===== src/rtl/ilk_pkg.sv =====
// Shared types for the issue interlock.
package ilk_pkg;

    // Unit class codes carried by the decode slot.
    typedef enum logic [1:0] {
        UNIT_INT  = 2'd0,
        UNIT_FADD = 2'd1,
        UNIT_FMUL = 2'd2,
        UNIT_FDIV = 2'd3
    } unit_e;

endpackage


===== src/rtl/ilk_stage_pipe.sv =====
// Shadow of a fully pipelined execute unit: one valid/destination pair per
// stage, advancing every cycle. Assumes one push at most per cycle.
module ilk_stage_pipe #(
    parameter int DEPTH = 4,
    parameter int REG_W = 5
) (
    input  logic                        clk,
    input  logic                        rst_n,
    input  logic                        push,
    input  logic [REG_W-1:0]            push_dst,
    output logic [DEPTH-1:0]            stg_vld,
    output logic [DEPTH-1:0][REG_W-1:0] stg_dst
);

    // Stage 0 takes the newly issued operation.
    always_ff @(posedge clk) begin
        if (!rst_n) begin
            stg_vld[0] <= 1'b0;
            stg_dst[0] <= '0;
        end else begin
            stg_vld[0] <= push;
            stg_dst[0] <= push_dst;
        end
    end

    for (genvar i = 1; i < DEPTH; i++) begin : g_stage
        // Each later stage copies its predecessor.
        always_ff @(posedge clk) begin
            if (!rst_n) begin
                stg_vld[i] <= 1'b0;
                stg_dst[i] <= '0;
            end else begin
                stg_vld[i] <= stg_vld[i-1];
                stg_dst[i] <= stg_dst[i-1];
            end
        end
    end

endmodule


===== src/rtl/ilk_div_track.sv =====
// Occupancy tracker for the non-pipelined divider. The counter holds the
// cycles left in execute. "early" is high while the operation is in any
// stage but its last, which both blocks readers and blocks a new divide.
module ilk_div_track #(
    parameter int DEPTH = 25,
    parameter int REG_W = 5
) (
    input  logic             clk,
    input  logic             rst_n,
    input  logic             push,
    input  logic [REG_W-1:0] push_dst,
    output logic             occ,
    output logic             early,
    output logic [REG_W-1:0] dst
);

    localparam int CNT_W = $clog2(DEPTH + 1);

    logic [CNT_W-1:0] left_q;

    // Load the full depth on issue, otherwise count down to zero.
    always_ff @(posedge clk) begin
        if (!rst_n) begin
            left_q <= '0;
            dst    <= '0;
        end else if (push) begin
            left_q <= CNT_W'(DEPTH);
            dst    <= push_dst;
        end else if (left_q != '0) begin
            left_q <= left_q - 1'b1;
        end
    end

    assign occ   = (left_q != '0);
    assign early = (left_q > CNT_W'(1));

    AST_DIV_NOT_REENTERED: assert property (@(posedge clk) disable iff (!rst_n)
        push |-> !early);

endmodule


===== src/rtl/ilk_wport_resv.sv =====
// Write-port reservation shift register. Bit j set means the port is taken
// j+1 cycles from now. The register shifts one place every clock. Assumes the
// probe offset is at least 2 and at most SPAN.
module ilk_wport_resv #(
    parameter int SPAN = 27
) (
    input  logic                      clk,
    input  logic                      rst_n,
    input  logic [$clog2(SPAN+1)-1:0] probe_off,
    input  logic                      book_en,
    output logic                      probe_hit
);

    localparam int OFF_W = $clog2(SPAN + 1);
    localparam int IDX_W = $clog2(SPAN);

    logic [SPAN-1:0]  resv_q;
    logic [SPAN-1:0]  book_vec;
    logic [IDX_W-1:0] hit_idx;
    logic [IDX_W-1:0] book_idx;

    assign hit_idx   = IDX_W'(probe_off - OFF_W'(1));
    assign book_idx  = IDX_W'(probe_off - OFF_W'(2));
    assign probe_hit = resv_q[hit_idx];

    // Place the booking one slot nearer, because the register shifts as it is written.
    always_comb begin
        book_vec           = '0;
        book_vec[book_idx] = book_en;
    end

    // Advance time by one cycle and merge any new booking.
    always_ff @(posedge clk) begin
        if (!rst_n) resv_q <= '0;
        else        resv_q <= (resv_q >> 1) | book_vec;
    end

    AST_WPORT_FREE: assert property (@(posedge clk) disable iff (!rst_n)
        book_en |-> !probe_hit);

endmodule


===== src/rtl/ilk_issue_check.sv =====
// Decode-stage issue interlock for an in-order pipeline with integer, FP add,
// multiply and divide units. Assumes every instruction writes one register,
// that both source fields are always read, and that results are forwarded
// once the producer leaves its last execute stage (loads: after memory).
module ilk_issue_check
    import ilk_pkg::*;
#(
    parameter int REG_W     = 5,
    parameter int ADD_DEPTH = 4,
    parameter int MUL_DEPTH = 7,
    parameter int DIV_DEPTH = 25
) (
    input  logic             clk,
    input  logic             rst_n,
    input  logic             id_valid,
    input  logic [1:0]       id_unit,
    input  logic             id_is_load,
    input  logic [REG_W-1:0] id_dst,
    input  logic [REG_W-1:0] id_src_a,
    input  logic [REG_W-1:0] id_src_b,
    output logic             issue,
    output logic             stall
);

    localparam int INT_DEPTH = 1;
    localparam int TAIL      = 2;   // memory stage plus write-back
    localparam int OFF_INT   = INT_DEPTH + TAIL;
    localparam int OFF_ADD   = ADD_DEPTH + TAIL;
    localparam int OFF_MUL   = MUL_DEPTH + TAIL;
    localparam int OFF_DIV   = DIV_DEPTH + TAIL;
    localparam int SPAN_AM   = (OFF_ADD > OFF_MUL) ? OFF_ADD : OFF_MUL;
    localparam int SPAN_AMD  = (SPAN_AM > OFF_DIV) ? SPAN_AM : OFF_DIV;
    localparam int SPAN      = (SPAN_AMD > OFF_INT) ? SPAN_AMD : OFF_INT;
    localparam int OFF_W     = $clog2(SPAN + 1);
    localparam int SC_W      = $clog2(DIV_DEPTH + 1);

    unit_e unit;
    assign unit = unit_e'(id_unit);

    logic                            push_add, push_mul, push_div;
    logic [ADD_DEPTH-1:0]            add_vld;
    logic [ADD_DEPTH-1:0][REG_W-1:0] add_dst;
    logic [MUL_DEPTH-1:0]            mul_vld;
    logic [MUL_DEPTH-1:0][REG_W-1:0] mul_dst;
    logic                            div_occ, div_early;
    logic [REG_W-1:0]                div_dst;
    logic                            ld_vld_q;
    logic [REG_W-1:0]                ld_dst_q;
    logic [OFF_W-1:0]                wb_off;
    logic                            port_hit;
    logic [ADD_DEPTH-1:0]            add_rd, add_wr;
    logic [MUL_DEPTH-1:0]            mul_rd, mul_wr;
    logic                            ld_rd, div_rd, div_wr, div_struct;
    logic                            hazard;

    assign push_add = issue && (unit == UNIT_FADD);
    assign push_mul = issue && (unit == UNIT_FMUL);
    assign push_div = issue && (unit == UNIT_FDIV);

    ilk_stage_pipe #(.DEPTH(ADD_DEPTH), .REG_W(REG_W)) u_add_pipe (
        .clk      (clk),
        .rst_n    (rst_n),
        .push     (push_add),
        .push_dst (id_dst),
        .stg_vld  (add_vld),
        .stg_dst  (add_dst)
    );

    ilk_stage_pipe #(.DEPTH(MUL_DEPTH), .REG_W(REG_W)) u_mul_pipe (
        .clk      (clk),
        .rst_n    (rst_n),
        .push     (push_mul),
        .push_dst (id_dst),
        .stg_vld  (mul_vld),
        .stg_dst  (mul_dst)
    );

    ilk_div_track #(.DEPTH(DIV_DEPTH), .REG_W(REG_W)) u_div_track (
        .clk      (clk),
        .rst_n    (rst_n),
        .push     (push_div),
        .push_dst (id_dst),
        .occ      (div_occ),
        .early    (div_early),
        .dst      (div_dst)
    );

    // Remember a load sitting in its execute stage (its data is one cycle late).
    always_ff @(posedge clk) begin
        if (!rst_n) begin
            ld_vld_q <= 1'b0;
            ld_dst_q <= '0;
        end else begin
            ld_vld_q <= issue && (unit == UNIT_INT) && id_is_load;
            ld_dst_q <= id_dst;
        end
    end

    // Cycles from issue to write-back for the incoming unit class.
    always_comb begin
        case (unit)
            UNIT_FADD: wb_off = OFF_W'(OFF_ADD);
            UNIT_FMUL: wb_off = OFF_W'(OFF_MUL);
            UNIT_FDIV: wb_off = OFF_W'(OFF_DIV);
            default:   wb_off = OFF_W'(OFF_INT);
        endcase
    end

    ilk_wport_resv #(.SPAN(SPAN)) u_wport (
        .clk       (clk),
        .rst_n     (rst_n),
        .probe_off (wb_off),
        .book_en   (issue),
        .probe_hit (port_hit)
    );

    // Adder stages: readers are blocked in all but the last stage, writers in every stage.
    for (genvar i = 0; i < ADD_DEPTH; i++) begin : g_add_cmp
        if (i < ADD_DEPTH - 1) begin : g_rd
            assign add_rd[i] = add_vld[i] &&
                               (add_dst[i] == id_src_a || add_dst[i] == id_src_b);
        end else begin : g_last
            assign add_rd[i] = 1'b0;
        end
        assign add_wr[i] = add_vld[i] && (add_dst[i] == id_dst);
    end

    // Multiplier stages: same windows as the adder.
    for (genvar i = 0; i < MUL_DEPTH; i++) begin : g_mul_cmp
        if (i < MUL_DEPTH - 1) begin : g_rd
            assign mul_rd[i] = mul_vld[i] &&
                               (mul_dst[i] == id_src_a || mul_dst[i] == id_src_b);
        end else begin : g_last
            assign mul_rd[i] = 1'b0;
        end
        assign mul_wr[i] = mul_vld[i] && (mul_dst[i] == id_dst);
    end

    assign ld_rd      = ld_vld_q && (ld_dst_q == id_src_a || ld_dst_q == id_src_b);
    assign div_rd     = div_early && (div_dst == id_src_a || div_dst == id_src_b);
    assign div_wr     = div_occ && (div_dst == id_dst);
    assign div_struct = div_early && (unit == UNIT_FDIV);

    // Any hazard class holds the instruction in decode.
    always_comb begin
        hazard = (|add_rd) | (|mul_rd) | ld_rd | div_rd |
                 (|add_wr) | (|mul_wr) | div_wr |
                 div_struct | port_hit;
    end

    assign issue = id_valid && !hazard;
    assign stall = id_valid && hazard;

    // Checker state: first cycle after reset, and cycles since the last divide issue.
    logic            fresh_q;
    logic [SC_W-1:0] div_gap_q;

    // Track the checker state used by the assertions below.
    always_ff @(posedge clk) begin
        if (!rst_n) begin
            fresh_q   <= 1'b1;
            div_gap_q <= SC_W'(DIV_DEPTH);
        end else begin
            fresh_q <= 1'b0;
            if (push_div)                            div_gap_q <= SC_W'(1);
            else if (div_gap_q < SC_W'(DIV_DEPTH))   div_gap_q <= div_gap_q + 1'b1;
        end
    end

    AST_ONE_OUTCOME: assert property (@(posedge clk) disable iff (!rst_n)
        id_valid |-> (issue != stall));
    AST_BUBBLE_QUIET: assert property (@(posedge clk) disable iff (!rst_n)
        !id_valid |-> (!issue && !stall));
    AST_CLEAN_AFTER_RESET: assert property (@(posedge clk) disable iff (!rst_n)
        (fresh_q && id_valid) |-> issue);
    AST_DIV_SPACING: assert property (@(posedge clk) disable iff (!rst_n)
        (issue && unit == UNIT_FDIV) |-> (div_gap_q >= SC_W'(DIV_DEPTH)));

endmodule


===== config.mk =====
export PLATFORM = sky130hd
export DESIGN_NAME = ilk_issue_check
export DESIGN_NICKNAME = d
export VERILOG_FILES = /design/src/rtl/ilk_pkg.sv /design/src/rtl/ilk_stage_pipe.sv /design/src/rtl/ilk_div_track.sv /design/src/rtl/ilk_wport_resv.sv /design/src/rtl/ilk_issue_check.sv
export SDC_FILE = /design/constraint.sdc
export NUM_CORES = 1
export LEC_CHECK = 0
export BUFFER_PORTS_ARGS = -buffer_cell sky130_fd_sc_hd__buf_4
export CORE_MARGIN = 1.5
export CORE_UTILIZATION = 43
export CTS_CLUSTER_SIZE = 10
export DETAILED_ROUTE_END_ITERATION = 8
export GPL_TIMING_DRIVEN = 0
export PLACE_DENSITY = 0.56
export RECOVER_POWER = 50
export SYNTH_ARGS = -nofsm -noshare
export SYNTH_HDL_FRONTEND = slang
export SYNTH_HIERARCHICAL = 1
export SYNTH_SLANG_ARGS = --single-unit

===== constraint.sdc =====
create_clock -name clk -period 4.6 [get_ports clk]
set_input_delay 0.46 -clock clk [delete_from_list [all_inputs] [get_ports clk]]
set_output_delay 0.46 -clock clk [all_outputs]
set_load 0.03 [all_outputs]

==> flow_metrics.py, run 1 <==
metrics = {
    "sta": {
        "finalMaxSlewViolations": 0,
        "report.final.hold_viol_count": 0,
        "fin_crit_ns": 4.444,
        "skew_ns": 0.009422,
        "tns_ns": 0,
        "fmax_ghz": 0.2250,
        "fin_crit_sh_pct": 96.61,
        "tightest_slew_ns": 1.359,
        "slew_headroom_pct": 9.374,
        "setup_viol": 0,
    },
    "drt": {
        "vias": 4421,
        "drt_iter0_markers": 286,
        "drt.antenna.violating_nets": 0,
        "viasPerCell": 5.117,
        "wl_per_cell_microns": 17.78,
        "first_pass_iters": 5,
        "drt-total-wl_mm": 15.36,
        "drc": 0,
    },
    "setup_path": {
        "r2r_end": "u_div_track/dst[3]",
        "critPathMaxFanout": 8,
        "crit_path_end": "stall",
        "crit_family": "simple AND/OR/NAND/NOR gates",
        "critical_path_class": "input pin to output port",
        "worst_setup_path_end_kind": "output port",
        "critPathRequiredTime_ns": 4.14,
        "r2r_cells": 13,
        "cp-start-kind": "input pin",
        "startpoint": "id_unit[0]",
        "critical-path-slowest-cell": "or4_4",
        "r2r-start": "u_div_track/left_q[0]",
        "crit_arrival_ns": 3.98,
        "r2r_slack_ns": 0.88,
        "cp.depth": 16,
        "max_stage_delay_ns": 0.56,
        "path_cells": "buf_4, nand2b_1, inv_1, ha_2, xnor2_2, buf_6, mux4_1, o211ai_1, nand4_1, a21oi_2, o21ai_0, or4_1, or4_4, buf_4, and2_4, buf_4",
        "path_buf_inv": 5,
        "crit_top_cell": "buf_4",
    },
    "min_path": {
        "hp-start": "id_dst[2]",
        "min_path_type": "input pin to flip-flop",
    },
    "pwr": {
        "leakage_nw": 2.750,
        "p_per_area_mw_per_mm2": 347.8,
        "power.total_w": 0.002392,
        "peakVddDrop_uv": 209.3,
    },
    "synth": {
        "synth_top_family_by_area": "XOR/XNOR gates",
        "syn_area_per_cell_sq_um": 9.503,
        "synth_compound_area_share_pct": 5.643,
        "synth_edf_count": 0,
        "synth_xor_area_share_pct": 25.99,
        "synthMuxAreaShare_pct": 3.046,
        "synthCells": 644,
        "async_reset_ff_share_pct": 0,
        "synth_area_sq_mm": 0.006120,
        "synth_nets": 674,
        "synthAdderAreaFrac_pct": 1.840,
        "synth_warnings": 6,
        "synth-seq-cells": 109,
        "synth-seq-area-share_pct": 35.66,
        "synthFlopType": "dfxtp_1",
        "yosys.area_share.simple_pct": 22.69,
        "yosysUniqueCellTypes": 49,
    },
    "global_route": {
        "grt_pass1_wl_mm": 23.98,
        "grt_use_met1_pct": 27.40,
        "antenna_found_initial": 0,
        "busiest_layer": "met2",
        "gr-total-overflow": 0,
        "met3_usage_pct": 2.928,
        "grt_max_degree": 29,
        "grt_pass1_vias": 4442,
        "grt_usage_pct": 21.56,
        "grtUsageMet2_pct": 36.87,
    },
    "clock_tree": {
        "clk_pin_slew_ns": 0.06,
        "clockRootBuffer": "clkbuf_16",
        "htreeDepth": 3,
        "clock-sinks": 109,
        "numCtsBuffers": 9,
        "clock_latency_ns": 0.35,
        "cts_tree": "yes",
        "clockBufferDepth": 2,
    },
    "floorplanning": {
        "top_level_ports": 23,
        "rows": 43,
        "die_x_microns": 122.3,
        "die_h_microns": 122.3,
        "coreArea_sq_mm": 0.01388,
        "die-area_sq_mm": 0.01496,
        "initial_core_util_pct": 44.09,
    },
    "place": {
        "place_hpwl_mm": 11.00,
        "portBuffers": 22,
        "routabilityCongestion": 0.8532,
        "dpl_cell_area_sq_mm": 0.006513,
        "dp.cells": 846,
    },
    "final_layout": {
        "layout.nets": 710,
        "fill_cells": 1343,
        "drive_gt1_share_pct": 20.76,
        "layout.core_utilization_pct": 49.55,
        "antenna_cells_inserted": 0,
        "area_growth_pct": 12.39,
        "design_area_sq_mm": 0.006878,
        "final_cells": 864,
    },
    "flow_run": {
        "drv_cap": 0,
    },
    "outcome": {
        "status": "complete, no violations",
    },
}
power by group:
part / leakage, nW / switching, W / internal (W)
clock network: 0.162 / 0.000335 / 0.000527
registers: 0.887 / 0.0000453 / 0.000983
logic: 1.70 / 0.000268 / 0.000234
Yosys cell counts (all sizes together), types with 2 or more instances:
master  count  area share [%]
nor2b      19             1.9
and2       73             8.7
a31oi      10             1.0
a211oi      3            0.45
xor2       92              13
clkbuf     10            0.70
dfxtp     109              36
nand2      10            0.61
nand4       9            0.92
o21ai      16             1.3
or4         2            0.25
nor3       28             2.6
nand3      42             3.4
nand2b      4            0.41
nor4       11             1.1
xnor2      87              13
inv         8            0.49
a21oi       3            0.25
buf        28             3.9
ha          9             1.8
or3         2            0.29
o21a       17             2.1
mux2i      16             2.6
nor2       25             1.5
registers in the layout, indices dropped and copies added (netlist names):
signal / count
ld_dst_q: 5
ld_vld_q: 1
u_add_pipe/stg_dst: 20
u_add_pipe/stg_vld: 4
u_div_track/dst: 5
u_div_track/left_q: 5
u_mul_pipe/stg_dst: 35
u_mul_pipe/stg_vld: 7
u_wport/resv_q: 27
repair_timing:
item | in CTS | in global routing
gates resized for setup | 5 | 5
buffers inserted | 5 | 0
hold buffers | 0 | 0
setup endpoints to repair | 26 | 27
pin swaps | 2 | 1
how the worst min path moves through the flow:
stage,endpoint,cells after the start
final,u_mul_pipe/stg_dst[2],2
after global routing,u_mul_pipe/stg_dst[4],2
after CTS,u_mul_pipe/stg_dst[2],2
after detailed placement,u_wport/resv_q[18],1
after global placement,u_wport/resv_q[18],1
after floorplan,u_wport/resv_q[2],1
per-layer routing:
layer / vias up / share of wire (%)
li1: 2203 / -
met1: 2097 / 46
met2: 101 / 48
met3: 20 / 3.7
met4: 0 / 1.8
met5: - / 0
layout make-up:
type	count	area [sq um]	share of cell area (%)
multi-input combinational	489	3643	52.97
tap	180	225.2	3.275
clock inverter	5	100.1	1.455
clock buffer	10	229.0	3.329
buffer	36	262.8	3.820
timing repair buffer	27	202.7	2.947
inverter	8	32.53	0.4730
sequential	109	2182	31.73
worst register-to-register path: stages, from the launching register on:
cell and delay [ns]:
dfxtp_1 0.33, inv_1 0.12, ha_1 0.22, or4b_1 0.44, buf_2 0.19, nand3_1 0.12, nand4_1 0.08, or4_1 0.48
or4_4 0.56, buf_4 0.19, nor2_1 0.10, clkbuf_1 0.46, mux2i_1 0.28, nor2b_1 0.06
kinds of logic after synthesis:
| kind of cell | count (synthesis) |
|---|---|
| buffers and inverters | 46 |
| adder cells (fa/ha/maj) | 9 |
| XOR/XNOR | 179 |
| AO/OA/AOI/OAI | 53 |
| multiplexers | 17 |
| AND/OR/NAND/NOR | 231 |
| flip-flops | 109 |
cells in the final DEF (no fill, tap or decap), types with 2 or more instances in the layout:
cell | synthesis | final
dfxtp_1 | 109 | 109
xor2_1 | 91 | 91
xnor2_1 | 85 | 85
and2_2 | 60 | 60
nand3_1 | 42 | 42
buf_4 | 4 | 31
nor3_1 | 25 | 25
nor2_1 | 25 | 24
nor2b_1 | 19 | 19
o21a_1 | 17 | 17
o21ai_0 | 16 | 16
mux2i_1 | 16 | 16
clkbuf_1 | 6 | 11
nor4_1 | 11 | 11
buf_2 | 13 | 11
nand2_1 | 10 | 10
a31oi_1 | 10 | 10
nand4_1 | 9 | 9
clkbuf_16 | 0 | 9
ha_1 | 9 | 8
inv_1 | 8 | 7
and2_1 | 12 | 6
and2_0 | 0 | 6
buf_6 | 6 | 5
nand2b_1 | 4 | 3
buf_12 | 3 | 3
bufinv_16 | 0 | 3
nor3_2 | 2 | 2
clkinv_2 | 0 | 2
xnor2_2 | 2 | 2
a21oi_1 | 3 | 2
a211oi_1 | 2 | 2
through the flow:
stage | hold slack (ns) | setup slack, ns
final | 0.3665 | 0.1559
after global routing | 0.3543 | -0.002833
after CTS | 0.3530 | 0.009475
after detailed placement | 0.4572 | -0.6140
after global placement | 0.4496 | -0.6227
after floorplan | 0.4324 | 0.2043
No activity file was read; power rests on OpenSTA's default activity.
==> inputs of run 2 (changes only) <==
--- a/config.mk
+++ b/config.mk
@@ -5,13 +5,14 @@
 export SDC_FILE = /design/constraint.sdc
 export NUM_CORES = 1
 export LEC_CHECK = 0
+export ABC_AREA = 0
 export BUFFER_PORTS_ARGS = -buffer_cell sky130_fd_sc_hd__buf_4
 export CORE_MARGIN = 1.5
-export CORE_UTILIZATION = 43
+export CORE_UTILIZATION = 63
 export CTS_CLUSTER_SIZE = 10
 export DETAILED_ROUTE_END_ITERATION = 8
 export GPL_TIMING_DRIVEN = 0
-export PLACE_DENSITY = 0.56
+export PLACE_DENSITY = 0.78
 export RECOVER_POWER = 50
 export SYNTH_ARGS = -nofsm -noshare
 export SYNTH_HDL_FRONTEND = slang
==> run 2 against run 1 <==
  * Via count is 3.8% higher
  * Sequential power hardly changed
  * Combinational power is 1% higher
  * Clock skew is 0.0030 ns higher
  * Global-route usage is 8.3 points higher
  * Clock power is 26% lower
  * Final area is 2.3% lower
  * Final cell count is 5.8% lower
  * Register-to-register slack worse by 0.07 ns
  * Sequential cell count stayed put
  * First-iteration DRC count is 25% lower
  * Die area is 31% lower
  * Highest routed layer unchanged
==> flow_metrics.py, run 2 (synthesized netlist as in run 1, its figures left out) <==
metrics = {
    "outcome": {
        "status": "complete, no violations",
    },
    "pwr": {
        "power.total_w": 0.002175,
        "power.share.clock_pct": 29.4,
        "power_frac_comb_pct": 23.4,
        "leakage_nw": 2.697,
        "p_sw_w": 0.0006497,
        "peakVddDrop_uv": 243.2,
        "internal_power_w": 0.001526,
        "seqPwrFrac_pct": 47.2,
        "p_per_area_mw_per_mm2": 323.6,
        "sw_frac_of_total_pct": 29.87,
    },
    "sta": {
        "slew_headroom_pct": 10.41,
        "skew_ns": 0.01245,
        "tightest_slew_ns": 1.344,
        "fmax_ghz": 0.2242,
        "tns_ns": 0,
        "rsz0062_at_grt": "false",
        "report.final.hold_viol_count": 0,
        "fin_crit_ns": 4.460,
        "finalMaxSlewViolations": 0,
        "setup_viol": 0,
        "fin_crit_sh_pct": 96.96,
    },
    "setup_path": {
        "critical-path-slowest-cell": "or4_4",
        "r2r_end": "u_div_track/dst[0]",
        "r2r_slack_ns": 0.81,
        "r2r_cells": 13,
        "crit_top_cell": "buf_4",
        "cp-start-kind": "input pin",
        "crit_arrival_ns": 4.00,
        "critPathMaxFanout": 8,
        "critPathRequiredTime_ns": 4.14,
        "critical_path_class": "input pin to output port",
        "max_stage_delay_ns": 0.56,
        "path_cells": "buf_4, nand2b_2, buf_4, inv_4, ha_4, xnor2_4, buf_6, mux4_1, o211ai_1, nand4_1, a21oi_2, o21ai_0, or4_1, or4_4, clkbuf_4, nor2_4, buf_4",
        "worst_setup_path_end_kind": "output port",
        "r2r-start": "u_div_track/left_q[0]",
    },
    "drt": {
        "drc": 0,
        "drt.antenna.violating_nets": 0,
        "wl_per_cell_microns": 18.10,
        "drt-total-wl_mm": 14.73,
        "first_pass_iters": 5,
        "viasPerCell": 5.638,
        "drt_iter0_markers": 215,
        "vias": 4589,
    },
    "floorplanning": {
        "die_x_microns": 101.6,
        "die-area_sq_mm": 0.01031,
        "initial_core_util_pct": 65.61,
        "rows": 35,
        "coreArea_sq_mm": 0.009328,
        "die_h_microns": 101.6,
        "top_level_ports": 23,
    },
    "final_layout": {
        "area_growth_pct": 9.855,
        "regMostFlops": "u_mul_pipe/stg_dst",
        "final_cells": 814,
        "design_area_sq_mm": 0.006723,
        "largest_register_ffs": 35,
        "mostFrequentLayoutCell": "dfxtp_1",
        "antenna_cells_inserted": 0,
        "final_cell_mix": "dfxtp_1 (109), xor2_1 (91), xnor2_1 (85)",
        "layout.nets": 710,
        "largestRegisters": "u_mul_pipe/stg_dst (35), u_wport/resv_q (27), u_add_pipe/stg_dst (20)",
        "drive_gt1_share_pct": 21.02,
    },
    "clock_tree": {
        "cts_tree": "yes",
        "clock-sinks": 109,
        "clk_pin_slew_ns": 0.10,
        "numCtsBuffers": 9,
        "clockBufferDepth": 2,
        "clockRootBuffer": "clkbuf_8",
        "clock_latency_ns": 0.37,
        "htreeDepth": 3,
    },
    "global_route": {
        "grt_usage_pct": 29.85,
        "grt_pass1_vias": 4747,
        "antenna_found_initial": 0,
        "grt_max_degree": 29,
        "gr-total-overflow": 0,
        "grt_pass1_wl_mm": 23.53,
    },
    "min_path": {
        "whs_endpoint": "u_add_pipe/stg_dst[3]",
        "holdPathStages": 2,
        "min_path_type": "input pin to flip-flop",
        "hp-start": "id_dst[3]",
    },
    "flow_run": {
        "drv_cap": 0,
    },
    "place": {
        "routabilityCongestion": 0.8898,
        "place_hpwl_mm": 10.20,
        "dp.cells": 795,
        "portBuffers": 22,
        "dpl_cell_area_sq_mm": 0.006449,
    },
}
run 2: cell type report:
class	count	area [sq um]
Buffer	37	266.5
Clock buffer	9	123.9
Clock inverter	7	97.59
Fill cell	728	2605
Inverter	8	32.53
Multi-Input combinational cell	489	3667
Sequential cell	109	2182
Tap cell	129	161.4
Timing Repair Buffer	26	191.4
run 2: metal layers:
metal  wire [microns]  vias to the layer above  global-route usage, %
met5                0                        -                      0
met4              392                        0                  12.29
met3              752                       40                  5.245
met2             7616                      153                  55.44
met1             5973                     2198                  33.46
li1                 -                     2198                      -
run 2: worst max-delay path: cells and delay by family:
family,cells,cell delay [ns]
simple gates,5,1.48
fa+ha+maj,1,0.17
buf+inv,6,0.98
xor+xnor,1,0.16
compound gates,3,0.46
mux,1,0.27
run 2: worst max-delay path by stage:
stage | from | endpoint | slack (ns) | cells after the start
final | id_unit[1] | issue | 0.14 | 17
after global routing | id_unit[1] | issue | 0.02 | 17
after CTS | id_unit[1] | issue | 0.04 | 17
after detailed placement | id_unit[1] | u_wport/resv_q[10] | -0.52 | 20
after global placement | id_unit[1] | u_wport/resv_q[18] | -0.46 | 20
after floorplan | id_unit[1] | u_wport/resv_q[18] | 0.20 | 19
run 2: stage by stage:
step | hold slack [ns] | setup WS, ns | utilization, %
after floorplan | 0.4324 | 0.2043 | -
after global placement | 0.4396 | -0.4646 | 69.13
after detailed placement | 0.4536 | -0.5167 | 69.13
after CTS | 0.3339 | 0.04286 | 72.02
after global routing | 0.3400 | 0.01850 | 72.07
final | 0.3430 | 0.1397 | 72.07
run 2: power by group through the flow:
| stage | Combinational (W) | Sequential, W | Clock [W] |
|---|---|---|---|
| 5_1_grt | 0.000546 | 0.00103 | 0.000683 |
| 3_5_place_dp | 0.000473 | 0.00105 | 0 |
| 4_1_cts | 0.000490 | 0.00103 | 0.000649 |
| 2_1_floorplan | 0.000365 | 0.00104 | 0 |
| 6_report | 0.000508 | 0.00103 | 0.000639 |
| 3_3_place_gp | 0.000456 | 0.00105 | 0 |
run 2: what timing repair did:
action                                 4_1_cts  5_1_grt
pin swaps                                    1        0
setup endpoints to repair                   15       24
buffers inserted                             3        0
cloned                                       1        0
hold buffers                                 0        0
gates resized for setup                      6       10
endpoints found under the hold margin        0        0
==> inputs of run 3 (changes only) <==
==> constraint.sdc (replaced) <==
create_clock -name clk -period 4.6 [get_ports clk]
set_input_delay 0.46 -clock clk [delete_from_list [all_inputs] [get_ports clk]]
set_output_delay 0.46 -clock clk [all_outputs]
set_load 0.05 [all_outputs]
==> run 3 against run 2 <==
  * Critical path depth did not move
  * Sequential cell count is the same
  * Setup slack better by 0.090 ns
  * Final cell count stayed put
  * Clock power barely moved
  * First-iteration DRC count fell by 5.1%
  * Highest routed layer unchanged
==> flow_metrics.py, run 3 (synthesized netlist as in run 1, its figures left out) <==
metrics = {
    "sta": {
        "skew_ns": 0.01123,
        "tightest_slew_ns": 1.327,
        "fin_crit_sh_pct": 95.00,
        "holdWs_ns": 0.3422,
        "setup_viol": 0,
        "rsz0062_at_grt": "false",
        "fin_crit_ns": 4.370,
        "finalMaxSlewViolations": 0,
        "fmax_ghz": 0.2288,
        "report.final.hold_viol_count": 0,
        "worst_slack_ns": 0.2300,
        "slew_headroom_pct": 11.51,
    },
    "pwr": {
        "power_frac_comb_pct": 23.6,
        "sw_frac_of_total_pct": 30.01,
        "peakVddDrop_uv": 232.4,
        "leakage_nw": 2.698,
        "p_per_area_mw_per_mm2": 324.1,
        "internal_power_w": 0.001528,
        "seqPwrFrac_pct": 47.1,
        "p_sw_w": 0.0006554,
        "power.share.clock_pct": 29.3,
    },
    "drt": {
        "drt-total-wl_mm": 14.74,
        "vias": 4588,
        "wl_met1_mm": 5.913,
        "routed.top_layer": "met4",
        "drc": 0,
        "wl_per_cell_microns": 18.11,
        "viasPerCell": 5.636,
        "drt_iter0_markers": 204,
        "first_pass_iters": 5,
        "wl_met2_mm": 7.570,
        "routed-wl-met3_microns": 785,
        "drt.antenna.violating_nets": 0,
    },
    "setup_path": {
        "crit_top_cell": "buf_4",
        "r2r_end": "u_div_track/dst[0]",
        "critPathMaxFanout": 8,
        "max_stage_delay_ns": 0.57,
        "critical_path_class": "input pin to output port",
        "crit_arrival_ns": 3.91,
        "path_cells": "buf_4, nand2b_4, buf_6, inv_4, ha_4, xnor2_4, buf_6, mux4_2, o211ai_1, nand4_1, a21oi_2, o21ai_0, or4_1, or4_4, buf_4, and2_4, buf_4",
        "r2r-start": "u_div_track/left_q[0]",
        "r2r_cells": 13,
        "r2r_slack_ns": 0.84,
        "critical-path-slowest-cell": "or4_4",
        "cp-start-kind": "input pin",
        "critPathRequiredTime_ns": 4.14,
        "worst_setup_path_end_kind": "output port",
    },
    "min_path": {
        "min_path_type": "input pin to flip-flop",
        "holdPathStages": 3,
        "whs_endpoint": "ld_vld_q",
        "hp-start": "id_is_load",
    },
    "global_route": {
        "gr-total-overflow": 0,
        "grt_pass1_vias": 4746,
        "grt_pass1_wl_mm": 23.63,
        "antenna_found_initial": 0,
        "grt_usage_pct": 30.01,
        "grt_max_degree": 29,
    },
    "clock_tree": {
        "numCtsBuffers": 9,
        "clock_latency_ns": 0.37,
        "clockBufferDepth": 2,
        "cts_hold_buf": 0,
        "clockRootBuffer": "clkbuf_8",
        "cts_tree": "yes",
        "clk_pin_slew_ns": 0.10,
        "htreeDepth": 3,
        "clock-sinks": 109,
    },
    "floorplanning": {
        "coreArea_sq_mm": 0.009328,
        "initial_core_util_pct": 65.61,
        "die_h_microns": 101.6,
        "die-area_sq_mm": 0.01031,
        "top_level_ports": 23,
        "die_x_microns": 101.6,
        "rows": 35,
    },
    "final_layout": {
        "regMostFlops": "u_mul_pipe/stg_dst",
        "antenna_cells_inserted": 0,
        "final_cells": 814,
        "final_cell_mix": "dfxtp_1 (109), xor2_1 (91), xnor2_1 (85)",
        "largestRegisters": "u_mul_pipe/stg_dst (35), u_wport/resv_q (27), u_add_pipe/stg_dst (20)",
        "largest_register_ffs": 35,
        "drive_gt1_share_pct": 21.46,
        "area_growth_pct": 10.08,
        "layout.nets": 710,
        "mostFrequentLayoutCell": "dfxtp_1",
        "fill_cells": 723,
    },
    "place": {
        "routabilityCongestion": 0.8898,
        "dp_slack_ns": -0.5167,
        "place_hpwl_mm": 10.20,
        "portBuffers": 22,
        "dp.cells": 795,
    },
    "flow_run": {
        "drv_cap": 0,
    },
    "outcome": {
        "status": "complete, no violations",
    },
}
==> run 3: layout make-up <==
class | instances | area [sq um] | share of cell area (%)
plain buffers | 37 | 270.3 | 4.012
clock buffers | 9 | 123.9 | 1.839
clock inverters | 7 | 97.59 | 1.449
inverters | 8 | 32.53 | 0.4829
multi-input cells | 489 | 3674 | 54.53
flip-flops and latches | 109 | 2182 | 32.39
well taps | 129 | 161.4 | 2.396
repair buffers | 26 | 195.2 | 2.897
==> run 3: per-stage QoR <==
step	setup TNS [ns]	power, W	area [sq um]	util [%]
2_1_floorplan	0	0.001408	6122	-
3_3_place_gp	-10.14	0.001509	6449	69.13
3_5_place_dp	-12.02	0.001528	6449	69.13
4_1_cts	0	0.002174	6714	71.98
5_1_grt	0	0.002272	6736	72.22
6_report	0	0.002184	6736	72.22
==> run 3: worst max-delay path, delay by kind of cell <==
family                     cells  cell delay [ns]
and+or+nand+nor                5             1.44
buffers and inverters          6             0.87
AOI/OAI and AO/OA              3             0.43
muxes                          1             0.29
xor gates and xnor gates       1             0.24
adders and majority gates      1             0.18
==> run 3: repair_timing <==
item                                    4_1_cts  5_1_grt
gates resized for setup                       7       16
gates cloned                                  1        0
pin swaps                                     1        2
endpoints found under the setup margin       15       35
setup buffers                                 2        1
==> run 3: per-layer routing <==
| metal | global-route usage [%] | vias up |
|---|---|---|
| met5 | 0 | - |
| met4 | 12.71 | 0 |
| met3 | 5.314 | 47 |
| met2 | 55.13 | 148 |
| met1 | 33.98 | 2194 |
| li1 | - | 2199 |
==> run 3: worst max path at each step <==
| stage | cells after the start | to | start |
|---|---|---|---|
| 6_report | 17 | stall | id_unit[1] |
| 5_1_grt | 17 | stall | id_unit[1] |
| 4_1_cts | 17 | stall | id_unit[1] |
| 3_5_place_dp | 20 | u_wport/resv_q[10] | id_unit[1] |
| 3_3_place_gp | 20 | u_wport/resv_q[18] | id_unit[1] |
| 2_1_floorplan | 19 | u_wport/resv_q[18] | id_unit[1] |
==> run 3: power by group through the flow <==
stage          logic [W]  clock network, W  registers, W
6_report        0.000516          0.000640       0.00103
2_1_floorplan   0.000371                 0       0.00104
3_5_place_dp    0.000479                 0       0.00105
5_1_grt         0.000556          0.000683       0.00103
4_1_cts         0.000498          0.000649       0.00103
3_3_place_gp    0.000463                 0       0.00105
